==> src/rtl/stopctl_pkg.sv <==
package stopctl_pkg;

    typedef enum logic [1:0] {
        ST_RUN    = 2'd0,
        ST_STOP   = 2'd1,
        ST_SETTLE = 2'd2
    } stop_state_e;

    localparam int CAUSE_W    = 4;
    localparam int CAUSE_NEXT = 0;
    localparam int CAUSE_IRQ  = 1;
    localparam int CAUSE_XIRQ = 2;
    localparam int CAUSE_RST  = 3;

    typedef logic [CAUSE_W-1:0] cause_t;

endpackage

==> src/rtl/stopctl_sync.sv <==
module stopctl_sync #(
    parameter int          W       = 4,
    parameter int          STAGES  = 2,
    parameter logic [W-1:0] RST_VAL = '1
) (
    input  logic         clk,
    input  logic         rst_n,
    input  logic [W-1:0] din,
    output logic [W-1:0] dout
);

    logic [W-1:0] stage_q [STAGES];

    for (genvar s = 0; s < STAGES; s++) begin : g_stage
        if (s == 0) begin : g_first
            always_ff @(posedge clk or negedge rst_n) begin
                if (!rst_n) stage_q[s] <= RST_VAL;
                else        stage_q[s] <= din;
            end
        end else begin : g_next
            always_ff @(posedge clk or negedge rst_n) begin
                if (!rst_n) stage_q[s] <= RST_VAL;
                else        stage_q[s] <= stage_q[s-1];
            end
        end
    end

    assign dout = stage_q[STAGES-1];

endmodule

==> src/rtl/stopctl_wake_arb.sv <==
module stopctl_wake_arb
    import stopctl_pkg::*;
(
    input  logic   irq_n_s,
    input  logic   xirq_n_s,
    input  logic   prst_n_s,
    input  logic   pend_s,
    input  logic   i_mask,
    input  logic   x_mask,
    output logic   wake,
    output cause_t cause
);

    always_comb begin
        cause = '0;
        if (!prst_n_s) begin
            cause[CAUSE_RST] = 1'b1;
        end else if (!xirq_n_s) begin
            // masked line still wakes, but resumes in line
            cause[x_mask ? CAUSE_NEXT : CAUSE_XIRQ] = 1'b1;
        end else if (!i_mask && (!irq_n_s || pend_s)) begin
            cause[CAUSE_IRQ] = 1'b1;
        end
        wake = |cause;
    end

endmodule

==> src/rtl/stopctl_top.sv <==
module stopctl_top
    import stopctl_pkg::*;
#(
    parameter int CNT_W       = 16,
    parameter int SYNC_STAGES = 2
) (
    input  logic             clk,
    input  logic             rst_n,
    input  logic             stop_req,
    input  logic             stop_dis,
    input  logic             i_mask,
    input  logic             x_mask,
    input  logic             irq_n,
    input  logic             xirq_n,
    input  logic             pin_rst_n,
    input  logic             irq_pend,
    input  logic [CNT_W-1:0] settle_cycles,
    input  logic             rst_bypass_en,
    output logic             core_clk_en,
    output logic             osc_en,
    output logic             stop_active,
    output logic             stop_nop,
    output logic             wake_valid,
    output logic [3:0]       wake_code
);

    localparam int           NSRC     = 4;
    localparam logic [NSRC-1:0] SYNC_IDLE = 4'b0111; // {pend, rst, xirq, irq}

    typedef struct packed {
        stop_state_e      st;
        logic [CNT_W-1:0] cnt;
        logic             clk_en;
        logic             osc;
        logic             nop;
        logic             vld;
        cause_t           code;
        cause_t           held;
    } ctl_t;

    ctl_t r_q, r_d;

    logic [NSRC-1:0] raw_w, sync_w;
    logic            wake_w;
    cause_t          cause_w;

    assign raw_w = {irq_pend, pin_rst_n, xirq_n, irq_n};

    stopctl_sync #(
        .W      (NSRC),
        .STAGES (SYNC_STAGES),
        .RST_VAL(SYNC_IDLE)
    ) sync_i (
        .clk  (clk),
        .rst_n(rst_n),
        .din  (raw_w),
        .dout (sync_w)
    );

    stopctl_wake_arb arb_i (
        .irq_n_s (sync_w[0]),
        .xirq_n_s(sync_w[1]),
        .prst_n_s(sync_w[2]),
        .pend_s  (sync_w[3]),
        .i_mask  (i_mask),
        .x_mask  (x_mask),
        .wake    (wake_w),
        .cause   (cause_w)
    );

    always_comb begin
        r_d      = r_q;
        r_d.nop  = 1'b0;
        r_d.vld  = 1'b0;
        r_d.code = '0;
        unique case (r_q.st)
            ST_RUN: begin
                if (stop_req) begin
                    if (stop_dis) begin
                        r_d.nop = 1'b1;
                    end else begin
                        r_d.st     = ST_STOP;
                        r_d.clk_en = 1'b0;
                        r_d.osc    = 1'b0;
                    end
                end
            end
            ST_STOP: begin
                if (wake_w) begin
                    r_d.osc  = 1'b1;
                    r_d.held = cause_w;
                    if (cause_w[CAUSE_RST] && rst_bypass_en) begin
                        r_d.st     = ST_RUN;
                        r_d.clk_en = 1'b1;
                        r_d.vld    = 1'b1;
                        r_d.code   = cause_w;
                    end else begin
                        r_d.st  = ST_SETTLE;
                        r_d.cnt = settle_cycles;
                    end
                end
            end
            ST_SETTLE: begin
                if (r_q.cnt == '0) begin
                    r_d.st     = ST_RUN;
                    r_d.clk_en = 1'b1;
                    r_d.vld    = 1'b1;
                    r_d.code   = r_q.held;
                end else begin
                    r_d.cnt = r_q.cnt - 1'b1;
                end
            end
            default: begin
                r_d.st     = ST_RUN;
                r_d.clk_en = 1'b1;
                r_d.osc    = 1'b1;
            end
        endcase
    end

    always_ff @(posedge clk or negedge rst_n) begin
        if (!rst_n) begin
            r_q.st     <= ST_RUN;
            r_q.cnt    <= '0;
            r_q.clk_en <= 1'b1;
            r_q.osc    <= 1'b1;
            r_q.nop    <= 1'b0;
            r_q.vld    <= 1'b0;
            r_q.code   <= '0;
            r_q.held   <= '0;
        end else begin
            r_q <= r_d;
        end
    end

    assign core_clk_en = r_q.clk_en;
    assign osc_en      = r_q.osc;
    assign stop_active = (r_q.st != ST_RUN);
    assign stop_nop    = r_q.nop;
    assign wake_valid  = r_q.vld;
    assign wake_code   = r_q.code;

endmodule

==> config.mk <==
export PLATFORM = sky130hd
export DESIGN_NAME = stopctl_top
export DESIGN_NICKNAME = d
export VERILOG_FILES = /design/src/rtl/stopctl_pkg.sv /design/src/rtl/stopctl_sync.sv /design/src/rtl/stopctl_wake_arb.sv /design/src/rtl/stopctl_top.sv
export SDC_FILE = /design/constraint.sdc
export NUM_CORES = 1
export LEC_CHECK = 0
export CAP_MARGIN = 20
export CORE_UTILIZATION = 50
export DETAILED_ROUTE_END_ITERATION = 7
export DONT_BUFFER_PORTS = 1
export PLACE_DENSITY = 0.76
export SLEW_MARGIN = 20
export SYNTH_ARGS = -nofsm -noshare
export SYNTH_HDL_FRONTEND = slang
export SYNTH_HIERARCHICAL = 1
export SYNTH_SLANG_ARGS = --single-unit
==> constraint.sdc <==
create_clock -name clk -period 3 [get_ports clk]
set_clock_uncertainty 0.05 [all_clocks]
set_input_delay 0.6 -clock clk [delete_from_list [all_inputs] [get_ports clk]]
set_output_delay 0.6 -clock clk [all_outputs]
set_load 0.01 [all_outputs]
Word level (Yosys, flattened, before mapping)
Cells that the tools add are included.
W data, S select, Z words.
Word-level totals
  bits in latches: 0
  register bits: 38
  input bits: 27
  logic and storage cells: 69
  bits in writable memories: 0
  memory bits (read-only): 0
  memories kept: 0
Operators by class
  $mul: 0
  reduce and logical (&&, ||, !) cells: 16
  equal/unequal tests: 9
  bitwise logic cells: 1
  order comparisons: 2
  divide/modulo/power cells: 0
  shifts and indexed selects: 0
  add/subtract/negate cells: 1
  muxes and demuxes: 30
Operators by type and width (number)
  $ge A32 B1 Y1 const B: 1
  $lt A32 B4 Y1 const B: 1
  $mux W16: 2
  $pmux W16 S2: 1
  $mux W20: 1
  $logic_not A16 Y1: 1
  $sub A16 B1 Y16 const B: 1
  $mux W2: 7
  $ne A2 B2 Y1 const B: 6
  $reduce_and A4 Y1: 3
  $mux W5: 2
  $pmux W5 S2: 1
  $mux W1: 9
  $mux W9: 1
  $mux W3: 2
  $pmux W1 S3: 2
  $pmux W2 S3: 1
  $reduce_and A5 Y1: 1
  $reduce_bool A2 Y1: 2
  $reduce_or A4 Y1: 1
  $logic_and A1 B1 Y1: 3
  $demux W1 S2: 1
  $eq A2 B1 Y1 const B: 1
  $eq A2 B2 Y1 const B: 1
  6 further kinds: 7

Longest topological paths before layout
  depth after elaboration: 11
  depth in mapped cells: 8

Modules after synthesis
Netlist, hierarchy kept.
Modules (own cells, without submodules)
  stopctl_top: times used 1, cells an instance 184, area each 1755.4 µm², seq. area each 753.2 µm²
  stopctl_sync: times used 1, cells an instance 12, area each 237.7 µm², seq. area each 207.7 µm²
  stopctl_wake_arb: times used 1, cells an instance 7, area each 51.3 µm², seq. area each 0.0 µm²

Worst setup path before layout
No wires, ideal clock.
  path type: register to register
  from: register sync_i.stage_q, in the netlist sync_i/dout[0]
  to: register r_q[24] (netlist name)
  setup slack: 0.996 ns
  library setup time: 0.116 ns
  buffers on the path: 2
  data arrival time: 1.839 ns
  cell stages (with the launch flop): 9
  cells stage by stage: dfstp_2 buf_4 nor2b_1 o21bai_1 a31oi_1 clkbuf_1 a21o_2 nand2_1 o311ai_0
On the way
  cells in the longest elaborated chain, start to end: 9
RTL lines
  start, declared: RTL line stopctl_sync.sv:12  | logic [W-1:0] stage_q [STAGES];
  start signal, assigned by index: RTL line stopctl_sync.sv:23  | else stage_q[s] <= stage_q[s-1];
  $logic_not A1 Y1: RTL line stopctl_wake_arb.sv:21  | end else if (!i_mask && (!irq_n_s || pend_s)) begin
  $logic_or A1 B1 Y1: RTL line stopctl_wake_arb.sv:21
  $logic_and A1 B1 Y1: RTL line stopctl_wake_arb.sv:21
  $mux W1: RTL line stopctl_wake_arb.sv:21
  $mux W1: RTL line stopctl_wake_arb.sv:18  | end else if (!xirq_n_s) begin
  $mux W3: RTL line stopctl_wake_arb.sv:16  | if (!prst_n_s) begin
  $reduce_or A4 Y1: RTL line stopctl_wake_arb.sv:24  | wake = |cause;
  named net wake_w: RTL line stopctl_top.sv:44  | logic wake_w;
  $ne A2 B1 Y1 (no source line)
  $reduce_and A4 Y1 (no source line)
  end signal, assigned: RTL line stopctl_top.sv:132  | r_q <= r_d;
  end, declared: RTL line stopctl_top.sv:41  | ctl_t r_q, r_d;
The timed path passes the listed nets, and every way through them passes these cells.
A chain may end at the register's enable or synchronous reset.

Worst setup path after layout
  from: register r_q[28] (netlist name)
  to: register r_q[17] (netlist name)
On the way
  cells in the longest elaborated chain, start to end: 3
RTL lines
  $eq A2 B2 Y1 or $eq A2 B1 Y1 (tied branches): RTL line stopctl_top.sv:76  | unique case (r_q.st)
  $ne A2 B2 Y1 (no source line) (tied with other cells)
  $reduce_and A4 Y1 (no source line)
Parallel ways exist; a longest one is shown, timed or not.

==> impl_metrics.csv <==
group,metric,value,unit
status,outcome,"completed",
sta,setup_viol_count_final,0,
critical_path,crit_path_start_kind,"flip-flop",
die,die_h,65.9,um
power,power.leakage,0.890,nW
die,io_pins,36,
critical_path,critPathMaxStageDelay,0.55,ns
clocking,tritoncts_num_sinks,38,
clocking,clockBufferDepth,2,
sta,worst_pin_slew,0.701,ns
clocking,cts_root_buffer,"sky130_fd_sc_hd__clkbuf_8",
placed_design,place_congestion,0.870,
drt,via_count,1516,
global_route,grt.overflow.total,0,
yosys,synth_warnings,6,
critical_path,crit_path_max_delay_cell_type,"sky130_fd_sc_hd__nor2_1",
sta,rsz_0062_raised_after_global_routing,"false",
clocking,cts-buffers-inserted,5,
die,start_util,0.538,
yosys,synth_enable_flop_cells,0,
clocking,cts_tree,"built",
sta,maxSlewViolCount,0,
critical_path,ff2ff_path_depth,8,
die,dieWidth,65.9,um
clocking,cts-htree-levels,2,
critical_path,cp_buf_inv_count,2,
die,core-area,0.00380,mm2
drt,drt_iter0_markers,104,
yosys,syn_avg_cell_area,10.1,um2
yosys,post_synth_inst_count,203,
die,std_cell_rows,22,
finish,area_growth_syn_to_layout,4.90,%
global_route,grtUsageTotal,0.215,
finish,design.final.nets,232,
drt,routed_wl,4080,um
yosys,postSynthRegisterBits,38,
power,finalPower,2.12,mW
yosys,syn_area,0.00204,mm2
critical_path,timing.critical_path.max_delay_family,"simple AND/OR/NAND/NOR gates",
yosys,synthDistinctLibCells,53,
critical_path,timing.critical_path.to_type,"flip-flop",
yosys,yosys_most_used_dff,"sky130_fd_sc_hd__dfrtp_1",
yosys,asyncSetResetFlopFracSynth,1.00,
critical_path,worst_r2r_startpoint,"r_q[28]",
finish,diodes,0,
global_route,wire_length_of_the_first_global_routing_pass,6830,um
power,p_per_area,990,mW/mm2
sta,post-route-min-period,2.19,ns
run,drv_cap,0,
sta,fin_ws,0.808,ns
yosys,synth.largest_area_cell,"sky130_fd_sc_hd__dfrtp_1",
yosys,fraction_of_the_yosys_area_taken_by_sequential_cells,0.470,
sta,fmax,456,MHz
critical_path,rrSetupSlack,0.81,ns
sta,period_share,0.731,
yosys,synth_top_area_share,0.367,
drt,post_route_drc,0,
critical_path,critical_path_arrival,2.35,ns
global_route,grt_pass1_vias,1491,
drt,post_drt_via_cell_ratio,6.11,
placed_design,dp.final_hpwl,2910,um
finish,finalNonFillerCells,248,
critical_path,critPathRequiredTime,3.16,ns
min_path,hold_path_class,"input pin to asynchronous set/reset pin",
yosys,synth.net_count,236,
critical_path,worstSetupPathType,"flip-flop to flip-flop",
die,design.die.area,0.00435,mm2
clocking,clkTransAtPathRegs,0.08,ns
critical_path,path_cells,"inv_1 -> ha_1 -> nor2b_1 -> a31oi_1 -> buf_4 -> nor2_1 -> a22oi_1 -> o31ai_1",
global_route,antenna_found_initial,0,
sta,slew-limit-headroom,0.531,
clocking,clock_insertion_delay_worst_skew,0.30,ns
drt,antenna_violating_nets_post_route,0,
placed_design,post-place-ws,0.776,ns
critical_path,top_fanout_value_on_the_critical_path,17,
drt,detailedRoute.firstPassIterationCount,4,
power,ir_drop,0.484,mV
placed_design,numPlacedInstances,239,
yosys,post_synth_main_area_contributors,"sky130_fd_sc_hd__dfrtp_1, sky130_fd_sc_hd__dfstp_2, sky130_fd_sc_hd__mux2_2, sky130_fd_sc_hd__ha_1, sky130_fd_sc_hd__buf_4",
critical_path,r2r_end,"r_q[17]",
global_route,pin_count_of_the_biggest_net_entering_global_routing,31,
finish,post_route_cells_drive_above_1_share,0.200,
placed_design,io_buffer_count,0,
finish,final_standard_cell_utilization_of_the_core,0.565,
drt,wl_per_cell,16.4,um
sta,final_hold_viol_count,0,
sta,setup_tns,0,ns
## stage by stage
| step | hold slack [ns] | instance area (um2) |
|---|---|---|
| after floorplan | 0.254 | 2040 |
| after global placement | 0.255 | 2030 |
| after detailed placement | 0.255 | 2030 |
| after CTS | 0.0644 | 2140 |
| after global routing | 0.0632 | 2140 |
| final | 0.0632 | 2140 |
## cells in the mapped netlist, drive strengths merged (2+ instances only)
cell type	number
a211o	2
a21oi	10
a22oi	7
a31o	2
a31oi	2
and3	4
buf	10
clkbuf	4
dfrtp	30
dfstp	8
ha	6
inv	13
mux2	7
nand2	15
nand3	9
nor2	11
nor2b	8
nor3	5
nor3b	2
nor4	5
o21ai	10
o22ai	2
o311ai	3
o31ai	4
or3	6
## kinds of logic after synthesis
group | Yosys count | share of synthesized area
compound gates | 55 | 0.190
fa+ha+maj | 6 | 0.0367
buf+inv | 27 | 0.0655
flops | 38 | 0.470
mux | 8 | 0.0435
simple gates | 69 | 0.194
## flip-flops by register name, indices dropped and copies added, names as in the netlist
name	count
core_clk_en	1
osc_en	1
r_q	22
stop_nop	1
sync_i/dout	4
sync_i/stage_q	4
wake_code	4
wake_valid	1
## repair_timing
item                      CTS  global route
hold endpoints to repair   30             0
resized for setup           0             0
buffers inserted            0             0
hold buffers                1             0
## cells in the final DEF (no fill, tap or decap), drive strengths merged, types with 2 or more instances in the layout
cell type  Yosys  routed
dfrtp         30      30
nand2         15      15
inv           13      13
nor2          11      11
o21ai         10      10
a21oi         10      10
nand3          9       9
nor2b          8       8
dfstp          8       8
a22oi          7       7
mux2           7       7
ha             6       6
or3            6       6
clkbuf         4       5
nor3           5       5
nor4           5       5
and3           4       4
o31ai          4       4
o311ai         3       3
buf           10       3
a31oi          2       2
a31o           2       2
o22ai          2       2
a211o          2       2
nor3b          2       2
clkinv         0       2
## routing by layer
metal,global-route usage,part of all wire,vias up
met5,0,0,-
met4,0.0718,0.014,0
met3,0.0862,0.068,4
met2,0.318,0.45,49
met1,0.286,0.47,735
li1,-,-,728
## where the power goes
part           leakage [nW]  internal, mW  total (mW)  switching [mW]
Clock                0.0441         0.163       0.357           0.194
Sequential            0.462         0.701       0.879           0.179
Combinational         0.384         0.375       0.888           0.513
Total                 0.890          1.24        2.12           0.885
## worst max-delay path by stage
stage | startpoint | endpoint | slack [ns] | cells past startpoint
after floorplan | sync_i/dout[0] | r_q[24] | 1.0 | 8
after global placement | i_mask | r_q[17] | 0.86 | 6
after detailed placement | i_mask | r_q[17] | 0.78 | 6
after CTS | r_q[28] | r_q[17] | 0.82 | 8
after global routing | r_q[28] | r_q[17] | 0.65 | 8
final | r_q[28] | r_q[17] | 0.81 | 8
## final cells by class
type,instances,area [um2]
multi-input cells,138,950
flip-flops and latches,38,961
inverters,13,48.8
clock inverters,3,21.3
well taps,48,60.1
clock buffers,5,68.8
repair buffers,3,35.0
fillers,315,1650
Power figures use the tool's default switching activity.
